<file path="src/rtl/gpio_eirq_pkg.sv">
package gpio_eirq_pkg;

   typedef enum logic [1:0] {
      TRIG_NONE = 2'd0,
      TRIG_RISE = 2'd1,
      TRIG_FALL = 2'd2,
      TRIG_ANY  = 2'd3
   } trig_e;

   // bit position of the trigger field inside a pin control word
   localparam int unsigned TRIG_LSB = 3;

   // byte offsets of the bank registers
   localparam int unsigned OFS_PEND  = 32'h080;
   localparam int unsigned OFS_MSET  = 32'h0A0;
   localparam int unsigned OFS_MCLR  = 32'h0C0;
   localparam int unsigned OFS_CTRL  = 32'h100;
   localparam int unsigned CTRL_STEP = 4;

endpackage

</file>
<file path="src/rtl/gpio_eirq_edge.sv">
module gpio_eirq_edge
   import gpio_eirq_pkg::*;
#(
   parameter int unsigned NUM_PINS = 32
) (
   input  logic                 clk,
   input  logic                 rst_n,
   input  logic [NUM_PINS-1:0]  pin_lvl,
   input  trig_e [NUM_PINS-1:0] trig_cfg,
   input  logic [NUM_PINS-1:0]  clr_vec,
   output logic [NUM_PINS-1:0]  pend_q
);

   logic [NUM_PINS-1:0] prev_q;
   logic [NUM_PINS-1:0] hit;

   for (genvar i = 0; i < NUM_PINS; i++) begin : g_pin
      always_comb begin
         unique case (trig_cfg[i])
            TRIG_RISE: hit[i] = pin_lvl[i] & ~prev_q[i];
            TRIG_FALL: hit[i] = ~pin_lvl[i] & prev_q[i];
            TRIG_ANY:  hit[i] = pin_lvl[i] ^ prev_q[i];
            default:   hit[i] = 1'b0;
         endcase
      end

      // the previous level follows the pin during reset too, so no false edge
      always_ff @(posedge clk) begin
         prev_q[i] <= pin_lvl[i];
         if (!rst_n) pend_q[i] <= 1'b0;
         else        pend_q[i] <= (pend_q[i] & ~clr_vec[i]) | hit[i];
      end

      AST_PEND_STICKY: assert property (@(posedge clk) disable iff (!rst_n)
         pend_q[i] && !clr_vec[i] |=> pend_q[i]);
      AST_RISE_CAPT: assert property (@(posedge clk) disable iff (!rst_n)
         $rose(pin_lvl[i]) && trig_cfg[i] == TRIG_RISE |=> pend_q[i]);
      AST_FALL_CAPT: assert property (@(posedge clk) disable iff (!rst_n)
         $fell(pin_lvl[i]) && trig_cfg[i] == TRIG_FALL |=> pend_q[i]);
      AST_OFF_QUIET: assert property (@(posedge clk) disable iff (!rst_n)
         trig_cfg[i] == TRIG_NONE && !pend_q[i] |=> !pend_q[i]);
      AST_EDGE_WINS: assert property (@(posedge clk) disable iff (!rst_n)
         $rose(pin_lvl[i]) && trig_cfg[i] == TRIG_ANY && clr_vec[i] |=> pend_q[i]);
   end

endmodule

</file>
<file path="src/rtl/gpio_eirq_regs.sv">
module gpio_eirq_regs
   import gpio_eirq_pkg::*;
#(
   parameter int unsigned NUM_PINS = 32,
   parameter int unsigned ADDR_W   = 12,
   parameter int unsigned DATA_W   = 32
) (
   input  logic                 clk,
   input  logic                 rst_n,
   input  logic                 bus_wr,
   input  logic [ADDR_W-1:0]    bus_addr,
   input  logic [DATA_W-1:0]    bus_wdata,
   input  logic [NUM_PINS-1:0]  pend_q,
   output logic [DATA_W-1:0]    bus_rdata,
   output logic [NUM_PINS-1:0]  mask_q,
   output trig_e [NUM_PINS-1:0] trig_cfg,
   output logic [NUM_PINS-1:0]  clr_vec
);

   localparam int unsigned CTRL_END = OFS_CTRL + CTRL_STEP * NUM_PINS;

   logic [31:0]         a32;
   logic [31:0]         ctrl_idx;
   logic                sel_pend, sel_mset, sel_mclr, sel_ctrl;
   logic [NUM_PINS-1:0] wbits;

   assign a32      = 32'(bus_addr);
   assign sel_pend = (a32 == OFS_PEND);
   assign sel_mset = (a32 == OFS_MSET);
   assign sel_mclr = (a32 == OFS_MCLR);
   assign sel_ctrl = (a32 >= OFS_CTRL) && (a32 < CTRL_END) && (a32[1:0] == 2'b00);
   assign ctrl_idx = (a32 - OFS_CTRL) >> 2;
   assign wbits    = bus_wdata[NUM_PINS-1:0];

   assign clr_vec  = (bus_wr && sel_pend) ? wbits : '0;

   always_ff @(posedge clk) begin
      if (!rst_n)                   mask_q <= '1;
      else if (bus_wr && sel_mset) mask_q <= mask_q | wbits;
      else if (bus_wr && sel_mclr) mask_q <= mask_q & ~wbits;
   end

   for (genvar i = 0; i < NUM_PINS; i++) begin : g_cfg
      always_ff @(posedge clk) begin
         if (!rst_n)
            trig_cfg[i] <= TRIG_NONE;
         else if (bus_wr && sel_ctrl && ctrl_idx == i)
            trig_cfg[i] <= trig_e'(bus_wdata[TRIG_LSB +: 2]);
      end
   end

   always_comb begin
      bus_rdata = '0;
      if (sel_pend)
         bus_rdata[NUM_PINS-1:0] = pend_q;
      else if (sel_mset || sel_mclr)
         bus_rdata[NUM_PINS-1:0] = mask_q;
      else if (sel_ctrl) begin
         for (int i = 0; i < NUM_PINS; i++)
            if (ctrl_idx == i) bus_rdata[TRIG_LSB +: 2] = trig_cfg[i];
      end
   end

   AST_MASK_SET: assert property (@(posedge clk) disable iff (!rst_n)
      bus_wr && sel_mset |=> (mask_q & $past(wbits)) == $past(wbits));
   AST_MASK_REL: assert property (@(posedge clk) disable iff (!rst_n)
      bus_wr && sel_mclr |=> (mask_q & $past(wbits)) == '0);
   AST_MASK_HOLD: assert property (@(posedge clk) disable iff (!rst_n)
      !bus_wr |=> $stable(mask_q));

endmodule

</file>
<file path="src/rtl/gpio_eirq_combine.sv">
module gpio_eirq_combine #(
   parameter int unsigned NUM_PINS = 32,
   parameter bit          IRQ_FLOP = 1'b0
) (
   input  logic                clk,
   input  logic                rst_n,
   input  logic [NUM_PINS-1:0] pend_q,
   input  logic [NUM_PINS-1:0] mask_q,
   output logic                irq
);

   logic [NUM_PINS-1:0] live;
   assign live = pend_q & ~mask_q;

   if (IRQ_FLOP) begin : g_flop
      always_ff @(posedge clk) begin
         if (!rst_n) irq <= 1'b0;
         else        irq <= |live;
      end
   end else begin : g_comb
      assign irq = |live;

      AST_IRQ_NEEDS_PEND: assert property (@(posedge clk) disable iff (!rst_n)
         irq |-> $countones(pend_q) > 0);
      AST_IRQ_ALL_MASKED: assert property (@(posedge clk) disable iff (!rst_n)
         &mask_q |-> !irq);
   end

endmodule

</file>
<file path="src/rtl/gpio_edge_irq_bank.sv">
module gpio_edge_irq_bank
   import gpio_eirq_pkg::*;
#(
   parameter int unsigned NUM_PINS = 32,
   parameter int unsigned ADDR_W   = 12,
   parameter int unsigned DATA_W   = 32,
   parameter bit          IRQ_FLOP = 1'b0
) (
   input  logic                clk,
   input  logic                rst_n,
   input  logic [NUM_PINS-1:0] pin_lvl,
   input  logic                bus_wr,
   input  logic [ADDR_W-1:0]   bus_addr,
   input  logic [DATA_W-1:0]   bus_wdata,
   output logic [DATA_W-1:0]   bus_rdata,
   output logic                irq
);

   localparam longint unsigned ADDR_SPAN = longint'(1) << ADDR_W;
   localparam longint unsigned CTRL_TOP  = OFS_CTRL + CTRL_STEP * NUM_PINS;

   if (NUM_PINS < 1 || NUM_PINS > DATA_W) begin : g_bad_pins
      $error("NUM_PINS must lie between 1 and DATA_W");
   end
   if (DATA_W < TRIG_LSB + 2) begin : g_bad_data
      $error("DATA_W too narrow for the trigger field");
   end
   if (CTRL_TOP > ADDR_SPAN) begin : g_bad_addr
      $error("ADDR_W cannot reach every control word");
   end

   logic [NUM_PINS-1:0]  pend_q;
   logic [NUM_PINS-1:0]  mask_q;
   logic [NUM_PINS-1:0]  clr_vec;
   trig_e [NUM_PINS-1:0] trig_cfg;

   gpio_eirq_regs #(.NUM_PINS(NUM_PINS), .ADDR_W(ADDR_W), .DATA_W(DATA_W)) u_regs (
      .clk       (clk),
      .rst_n     (rst_n),
      .bus_wr    (bus_wr),
      .bus_addr  (bus_addr),
      .bus_wdata (bus_wdata),
      .pend_q    (pend_q),
      .bus_rdata (bus_rdata),
      .mask_q    (mask_q),
      .trig_cfg  (trig_cfg),
      .clr_vec   (clr_vec)
   );

   gpio_eirq_edge #(.NUM_PINS(NUM_PINS)) u_edge (
      .clk      (clk),
      .rst_n    (rst_n),
      .pin_lvl  (pin_lvl),
      .trig_cfg (trig_cfg),
      .clr_vec  (clr_vec),
      .pend_q   (pend_q)
   );

   gpio_eirq_combine #(.NUM_PINS(NUM_PINS), .IRQ_FLOP(IRQ_FLOP)) u_comb (
      .clk    (clk),
      .rst_n  (rst_n),
      .pend_q (pend_q),
      .mask_q (mask_q),
      .irq    (irq)
   );

   AST_RESET_MASKED: assert property (@(posedge clk)
      !rst_n |=> &mask_q && pend_q == '0);

endmodule

</file>
<file path="config.mk">
export PLATFORM = sky130hd
export DESIGN_NAME = gpio_edge_irq_bank
export DESIGN_NICKNAME = d
export VERILOG_FILES = /design/src/rtl/gpio_eirq_pkg.sv /design/src/rtl/gpio_eirq_edge.sv /design/src/rtl/gpio_eirq_regs.sv /design/src/rtl/gpio_eirq_combine.sv /design/src/rtl/gpio_edge_irq_bank.sv
export SDC_FILE = /design/constraint.sdc
export NUM_CORES = 1
export LEC_CHECK = 0
export BUFFER_PORTS_ARGS = -buffer_cell sky130_fd_sc_hd__buf_2
export CORE_MARGIN = 3
export CORE_UTILIZATION = 55
export CTS_CLUSTER_DIAMETER = 80
export DETAILED_ROUTE_END_ITERATION = 10
export PLACE_DENSITY_LB_ADDON = 0.15
export RECOVER_POWER = 50
export SYNTH_ARGS = -nofsm -noshare
export SYNTH_HDL_FRONTEND = slang
export SYNTH_SLANG_ARGS = --single-unit
</file>
<file path="constraint.sdc">
create_clock -name clk -period 4.8 [get_ports clk]
set_clock_uncertainty 0.1 [all_clocks]
set_input_delay 0.48 -clock clk [delete_from_list [all_inputs] [get_ports clk]]
set_output_delay 0.48 -clock clk [all_outputs]
set_load 0.1 [all_outputs]
</file>
Yosys cells after proc, flatten, opt, wreduce, memory -nomap -nowiden
Index checks and enable logic that the tools add are counted.

Logic and storage cells: 606. Output and inout bits: 33. Input port bits: 79. Register bits after elaboration: 160.

Reduce and logical (&&, ||, !) cells: 43. Mux-type cells: 72. Bitwise operators: 261. Magnitude comparators: 2. Add/sub/neg operators: 1. Eq/ne operators: 130.

Operators with widths (count): $eq 30x5->1 const B (16); $eq 30x4->1 const B (8); $eq 2x2->1 const B (64); $mux 32 (4); $eq 30x3->1 const B (4); $and 1x1->1 (96); $not 1->1 (96); $pmux 1 s3 (32); $mux 2 (34); $and 32x32->32 (2); $eq 2x1->1 const B (32); $not 32->32 (2); $eq 30x2->1 const B (2); $logic_and 1x1->1 (38); $eq 12x8->1 const B (3); $logic_not 32->1 (1); $or 1x1->1 (32); $or 32x32->32 (1); $reduce_or 32->1 (1); $xor 1x1->1 (32); $eq 30x1->1 const B (1); $mux 27 (1); $sub 12x9->13 const B (1); $ge 12x9->1 const B (1); other kinds (5) (5).

Depth between registers and ports, before layout
Gate-level depths: netlist of the first run.

Depth in word-level cells: 37. Depth in mapped cells: 8. Mapped depth without buffers: 7.

Cells and area by module
Synthesis of the first run repeated with hierarchy kept, for this count alone.

Cells, all modules: 1063. Area total of the unflattened synthesis: 8994.9 um2.

By module, submodules not included: gpio_eirq_regs (area an instance 5232.5 um2, sequential area each 1921.8 um2, cells an instance 627, instances 1); gpio_eirq_edge (area an instance 3510.9 um2, sequential area each 1281.2 um2, cells an instance 383, instances 1); gpio_eirq_combine (area an instance 251.5 um2, sequential area each 0.0 um2, cells an instance 53, instances 1).

Worst setup path before layout of the first run
Ideal clock, no wire load.

Path kind: in2out. Start point: input bus_addr[5]. End point: output bus_rdata[4]. Slack: -0.028 ns. Arrival: 4.248 ns. Cell stages on the path: 7. Buffers on the path: 1. Data required time: 4.220 ns. Cells stage by stage: clkbuf_1 or4b_2 nor3_1 a22oi_1 a22oi_1 o211ai_1 o21ai_0.

Word-level cells in the longest chain between the ends: 37. Elaborated cells on any way between the ends: 76. Those cells by class: 1 x add/sub; 2 x order compare; 34 x eq/ne; 35 x mux; 4 x reduce/logical.

Ends and longest elaborated chain: start: declaration (line gpio_edge_irq_bank.sv:13) `input logic [ADDR_W-1:0] bus_addr,`; $sub 12x9->13 (line gpio_eirq_regs.sv:32) `assign ctrl_idx = (a32 - OFS_CTRL) >> 2;`; $logic_not 32->1 (line gpio_eirq_regs.sv:60) `if (ctrl_idx == i) bus_rdata[TRIG_LSB +: 2] = trig_cfg[i];`; $mux 2 (32 in a row) (line gpio_eirq_regs.sv:60); $mux 2 (line gpio_eirq_regs.sv:58) `else if (sel_ctrl) begin`; $mux 2 (line gpio_eirq_regs.sv:56) `else if (sel_mset || sel_mclr)`; $mux 32 * (line gpio_eirq_regs.sv:54) `if (sel_pend)`; end: declaration (line gpio_edge_irq_bank.sv:15) `output logic [DATA_W-1:0] bus_rdata,`.

Mark *: on every way between the ends. The rest lies on a longest branch, timed or not.

Worst setup path in the final report of the first run
Start point: input bus_addr[9]. End point: output bus_rdata[3].

Same word-level chain as after synthesis.

==> results of run 1 <==
## worst reg2reg max path, stage by stage (launching register included)
cell	delay [ps]
dfxtp_1	310
ha_1	270
nand2_1	50
o211ai_1	90
o21ai_0	260
a21oi_1	240
nor2b_1	70
## Yosys cell counts (20+ instances only)
library cell / n / share of area, %
a21oi_1: 38 / 2.1
inv_1: 130 / 5.4
nand2_1: 165 / 6.8
dfxtp_1: 160 / 35
nor2_1: 59 / 2.4
a22o_1: 31 / 3.0
nor2b_1: 79 / 5.4
o21a_1: 21 / 1.7
mux2i_1: 96 / 11
ha_1: 64 / 8.8
nand3_1: 44 / 2.4
o21ai_0: 34 / 1.9
o22ai_1: 20 / 1.4
clkbuf_1: 42 / 1.7
## cell families (layout without fill, tap and decap cells)
family,count (synthesis),after routing,synth area share [%]
AND/OR/NAND/NOR,404,404,21.8
adder cells (fa/ha/maj),64,64,8.83
buffers and inverters,185,284,7.78
multiplexers,97,97,10.7
AO/OA/AOI/OAI,202,202,15.4
XOR/XNOR,1,1,0.0966
flip-flops,160,160,35.3
## power groups by stage
stage               Sequential, mW  Combinational, mW  Clock [mW]
floorplan                     1.38              0.117           0
detailed placement            1.38              0.202           0
global route                  1.35              0.224        1.56
finish                        1.35              0.201        1.49
CTS                           1.35              0.204        1.50
global placement              1.38              0.198           0
## worst max path at each step
stage | endpoint | from
floorplan | bus_rdata[3] | bus_addr[5]
global placement | bus_rdata[3] | bus_addr[9]
detailed placement | bus_rdata[3] | bus_addr[9]
CTS | bus_rdata[3] | bus_addr[9]
global route | bus_rdata[3] | bus_addr[9]
finish | bus_rdata[3] | bus_addr[9]
## layout by cell type (no fill, tap or decap), types with 4 or more instances in the layout
cell and count:
a21oi_1 38, a221oi_1 10, a22o_1 31, a22oi_1 6, and3_1 5, buf_2 76
buf_4 9, bufinv_16 4, clkbuf_1 37, clkbuf_16 17, dfxtp_1 160, ha_1 64
inv_1 130, mux2i_1 96, nand2_1 165, nand2b_1 7, nand3_1 44, nand4_1 4
nor2_1 59, nor2b_1 79, nor4_1 7, o211ai_1 8, o21a_1 21, o21ai_0 33
o22ai_1 20, o31a_1 4, or3_1 5, or4_1 4
## per-layer routing
layer | wire length (µm) | track usage, %
met1 | 11700 | 38.9
met2 | 11300 | 43.9
met3 | 1810 | 6.60
met4 | 735 | 9.67
met5 | 0 | 0
## through the flow
step / utilization (%) / total power, mW / worst slack (ps) / cells
2_1_floorplan: - / 1.50 / 629 / 1113
3_3_place_gp: 61.2 / 1.58 / 1090 / 1396
3_5_place_dp: 61.2 / 1.58 / 1130 / 1396
4_1_cts: 65.2 / 3.06 / 1080 / 1428
5_1_grt: 64.8 / 3.14 / 538 / 1428
6_report: 64.8 / 3.04 / 680 / 1428
## final cells by class
cell class	count	area [µm²]	share of cell area [%]
multi-input cells	768	5170	49.9
flip-flops and latches	160	3200	30.9
repair buffers	121	583	5.62
inverters	131	492	4.74
clock buffers	19	443	4.27
well taps	216	270	2.61
clock inverters	13	205	1.98
==> metrics, run 1 <==
RR Endpoint=u_edge.pend_q[19]; syn avg cell area=8.15 µm²; Die X=134 µm; CP peak stage delay=760 ps; die area=18100 µm²; initial antenna violation count=0; DRT Pass-1 Iters=7; Setup Fix Bufs, Post-CTS=0; max-slew violations=66; Power per Cell Area=between 200 and 300 nW/µm²; number of global-route vias before repair=approximately 7500; layout cell share with drive strength beyond 1=10.6%; final setup fails=0; Detailed Route Iter0 Violations=around 690; Tcrit/Tclk final=a little under nine tenths; Net Sw Power=0.723 mW; gr ovfl total=0; hpwl dp=18.4 mm; Rel. slew slack=-9.80%; Post-layout nets=roughly 1300; CTS tree=yes; row cnt=46; Layout fillers=1429; reg2reg setup slack=3320 ps; vias=8056; combinational power share=6.6%; RSZ-0062 raised after global routing=false; Critical Path Start Type=input pin; WP data arrival=approximately 3500 ps; CP max FO=8; worst hold slack=a little over 100 ps; clock network fraction of total power=49.0%; first-pass GRT wire length=40.4 mm; pin count of the biggest net entering global routing=between 100 and 150; drc violations=0; die height=134 µm; Post-synth ARST share=0%; Hold Crit Start=pin_lvl[31]; Post-synth EDFFs=0; Final Hold Fails=0; Pint=2.31 mW; H-tree Lvls=4; VDD IR max=0.272 mV; DP Area=about 9800 µm²; initial cell density of the core=56.7%; Tightest Pin Transition=1650 ps; sw frac=23.8%; CTS root buffer=clkbuf_16; worst min-delay path category=in -> reg; post-route cell area=10400 µm²; gr usage total=28.3%; max-cap violation count=2; Critical-path top delay cell=nor4_1; syn_nets=1256; total CTS buffers=17; Clock Latency Late Sink=between 400 and 500 ps; Crit path depth=8; CP delay by family, top=simple AND/OR/NAND/NOR gates; Synth Register Bits=160; hold_buf cts=0; num ports=112; Min-Delay Endpoint=u_edge.prev_q[31]; violated checks=capacitance limit, slew limit; Synth Warn #=0; Synth Flop Type=dfxtp_1; Post-Syn Area=9070 µm²; I/O Buffers=111; n_diodes=0; final wirelength=~26 mm; RD Place Congestion=0.943; synth unique cells=between 60 and 70; Fmax achieved=243 MHz; CTS clk-pin slew, worst paths=about 70 ps; worst path cell trace=clkbuf_1 -> or4b_1 -> nor4_1 -> o21ai_0 -> a211oi_1 -> nand2_1 -> o211ai_1 -> buf_2; Flop pwr share=44.4%; Post-DRT Antenna Nets=0; status=finished with violations; Clock Sinks=160; post-synthesis sequential area ratio=35.3%; RR Startpoint=u_edge.prev_q[19]; Longest Clk Path Bufs=2; Critical Path End Type=primary output; Critical Path RT=between 4000 and 5000 ps; depth of the most critical reg-to-reg path=6; Worst Hold Path Cells=1; crit path time final=4120 ps; vias per inst=5.64; Bufs and invs on worst path=2; setup TNS=0 ps; Resized cells post-CTS=0; Static Leak=around 4.2 nW; Synth Instances=1113; Crit Path Class=in -> out; routed length per placed instance=about 18 µm; Area growth syn-to-layout=14.3%; core area=around 16000 µm²
No activity file was read; power rests on OpenSTA's default activity.
==> run 2: changes to the inputs <==
CAP_MARGIN = 40   (was default)
GPL_TIMING_DRIVEN = 0   (was default)
==> metrics, run 2 (same netlist as run 1, synthesis figures left out) <==
status=complete, no violations; hold_buf cts=0 (unchanged); Critical Path End Type=primary output; Clock Sinks=160 (unchanged); Clock Latency Late Sink=420 ps (about the same); initial antenna violation count=0 (unchanged); most common cell after layout, fill and taps aside=nand2_1; pin count of the biggest net entering global routing=17 (-87%); initial cell density of the core=56.7% (unchanged); gr usage total=31.5% (+3.2 points); I/O Buffers=107 (-3.6%); combinational power share=7.7% (+1.1 points); CTS root buffer=clkbuf_16; Fmax achieved=256 MHz (+5.6%); RD Place Congestion=0.953 (+1.0%); Post-DRT Antenna Nets=0 (unchanged); DP Area=9890 µm² (+1.0%); Power per Cell Area=276 nW/µm² (-5.8%); Critical Path RT=4220 ps (about the same); H-tree Lvls=4 (unchanged); DRT Pass-1 Iters=6 (-1); Final Hold Fails=0 (unchanged); total power=2.87 mW (-5.6%); routed length per placed instance=19.4 µm (+8.4%); die height=134 µm (unchanged); Pint=2.16 mW (-6.6%); VDD IR max=0.252 mV (-7.3%); die area=18100 µm² (unchanged); final wirelength=28.5 mm (+12%); Post-layout nets=1384 (+3.1%); CP max FO=8 (unchanged); CTS clk-pin slew, worst paths=60 ps (about the same); sw frac=24.6% (+0.77 points); Net Sw Power=0.704 mW (-2.6%); hpwl dp=21.9 mm (+19%); total CTS buffers=17 (unchanged); clock network fraction of total power=45.2% (-3.8 points); Area growth syn-to-layout=14.5%; Longest Clk Path Bufs=2 (unchanged); Worst Slack Setup Final=898 ps (+218 ps); vias per inst=5.71 (+1.3%); row cnt=46 (unchanged); Rel. slew slack=9.81% (+20 points); worst min-delay path category=in -> reg; commonest cells after routing, fill and taps aside=165 x nand2_1, 160 x dfxtp_1, 130 x inv_1, 96 x mux2i_1, 86 x clkbuf_1; setup TNS=0 ps (unchanged); first-pass GRT wire length=43.6 mm (+8.0%); Crit Path Class=in -> out; Flop pwr share=47.1% (+2.7 points); number of global-route vias before repair=7821 (+4.2%); Placed Cells incl. Taps=1437 (+2.9%); Worst Hold Path Cells=1 (unchanged); drc violations=0 (unchanged); Tightest Pin Transition=1340 ps (-306 ps); Resized cells post-CTS=0 (unchanged); final setup fails=0 (unchanged); n_diodes=0 (unchanged); Detailed Route Iter0 Violations=711 (+2.7%); fin cells=1470 (+2.9%); post-route cell area=10400 µm² (+0.15%); Critical Path Start Type=input pin; max-cap violation count=0 (-2); num ports=112 (unchanged); Static Leak=4.17 nW (-0.89%); max-slew violations=0 (-100%); Tcrit/Tclk final=81.3% (-4.5 points); RSZ-0062 raised after global routing=false; Die X=134 µm (unchanged); depth of the most critical reg-to-reg path=5 (-1); vias=8397 (+4.2%); CTS tree=yes; Setup Fix Bufs, Post-CTS=0 (unchanged); Setup WS pre-CTS=668 ps (-462 ps); layout cell share with drive strength beyond 1=9.25% (-1.3 points); WP data arrival=3320 ps (-220 ps); crit path time final=3900 ps (-218 ps); core area=16000 µm² (unchanged); gr ovfl total=0 (unchanged)
[run 2: layout make-up]
| cell class | count | area (µm²) |
|---|---|---|
| Fill cell | 1492 | 5620 |
| Multi-Input combinational cell | 768 | 5150 |
| Sequential cell | 160 | 3200 |
| Timing Repair Buffer | 109 | 509 |
| Inverter | 131 | 492 |
| Clock buffer | 24 | 472 |
| Tap cell | 216 | 270 |
| Buffer | 54 | 208 |
| Clock inverter | 8 | 80.1 |
[run 2: path summary, 6_finish.rpt]
kind	start	end	slack, ps
max	bus_addr[5]	bus_rdata[3]	900
min	pin_lvl[3]	u_edge.prev_q[3]	110
max reg2reg	u_edge.prev_q[21]	u_edge.pend_q[21]	3300
min reg2reg	flop	flop	390
[run 2: per-layer routing]
layer | share of wire (%) | track usage [%] | wire, µm | vias up
li1 | - | - | - | 4034
met5 | 0 | 0 | 0 | -
met2 | 45 | 50.8 | 12800 | 402
met1 | 43 | 41.8 | 12200 | 3910
met3 | 10 | 8.33 | 2850 | 51
met4 | 2.4 | 8.71 | 682 | 0
[run 2: power by group through the flow]
stage          combinational, mW  sequential (mW)  clock [mW]
2_1_floorplan              0.117             1.38           0
3_3_place_gp               0.216             1.38           0
3_5_place_dp               0.221             1.38           0
4_1_cts                    0.222             1.35        1.30
5_1_grt                    0.245             1.35        1.36
6_report                   0.221             1.35        1.29
[run 2: worst max-delay path: stages]
cell             delay (ps)
clkbuf_1                300
nor4bb_1                510
clkdlybuf4s15_2         320
nand2_1                 210
o221a_2                 380
a211oi_1                270
nand2_1                  90
o211ai_1                260
buf_2                   490
[run 2: metrics by stage]
stage	hold WS (ps)	util, %
2_1_floorplan	360	-
3_3_place_gp	379	61.7
3_5_place_dp	381	61.8
4_1_cts	76.7	65.2
5_1_grt	98.0	64.9
6_report	108	64.9
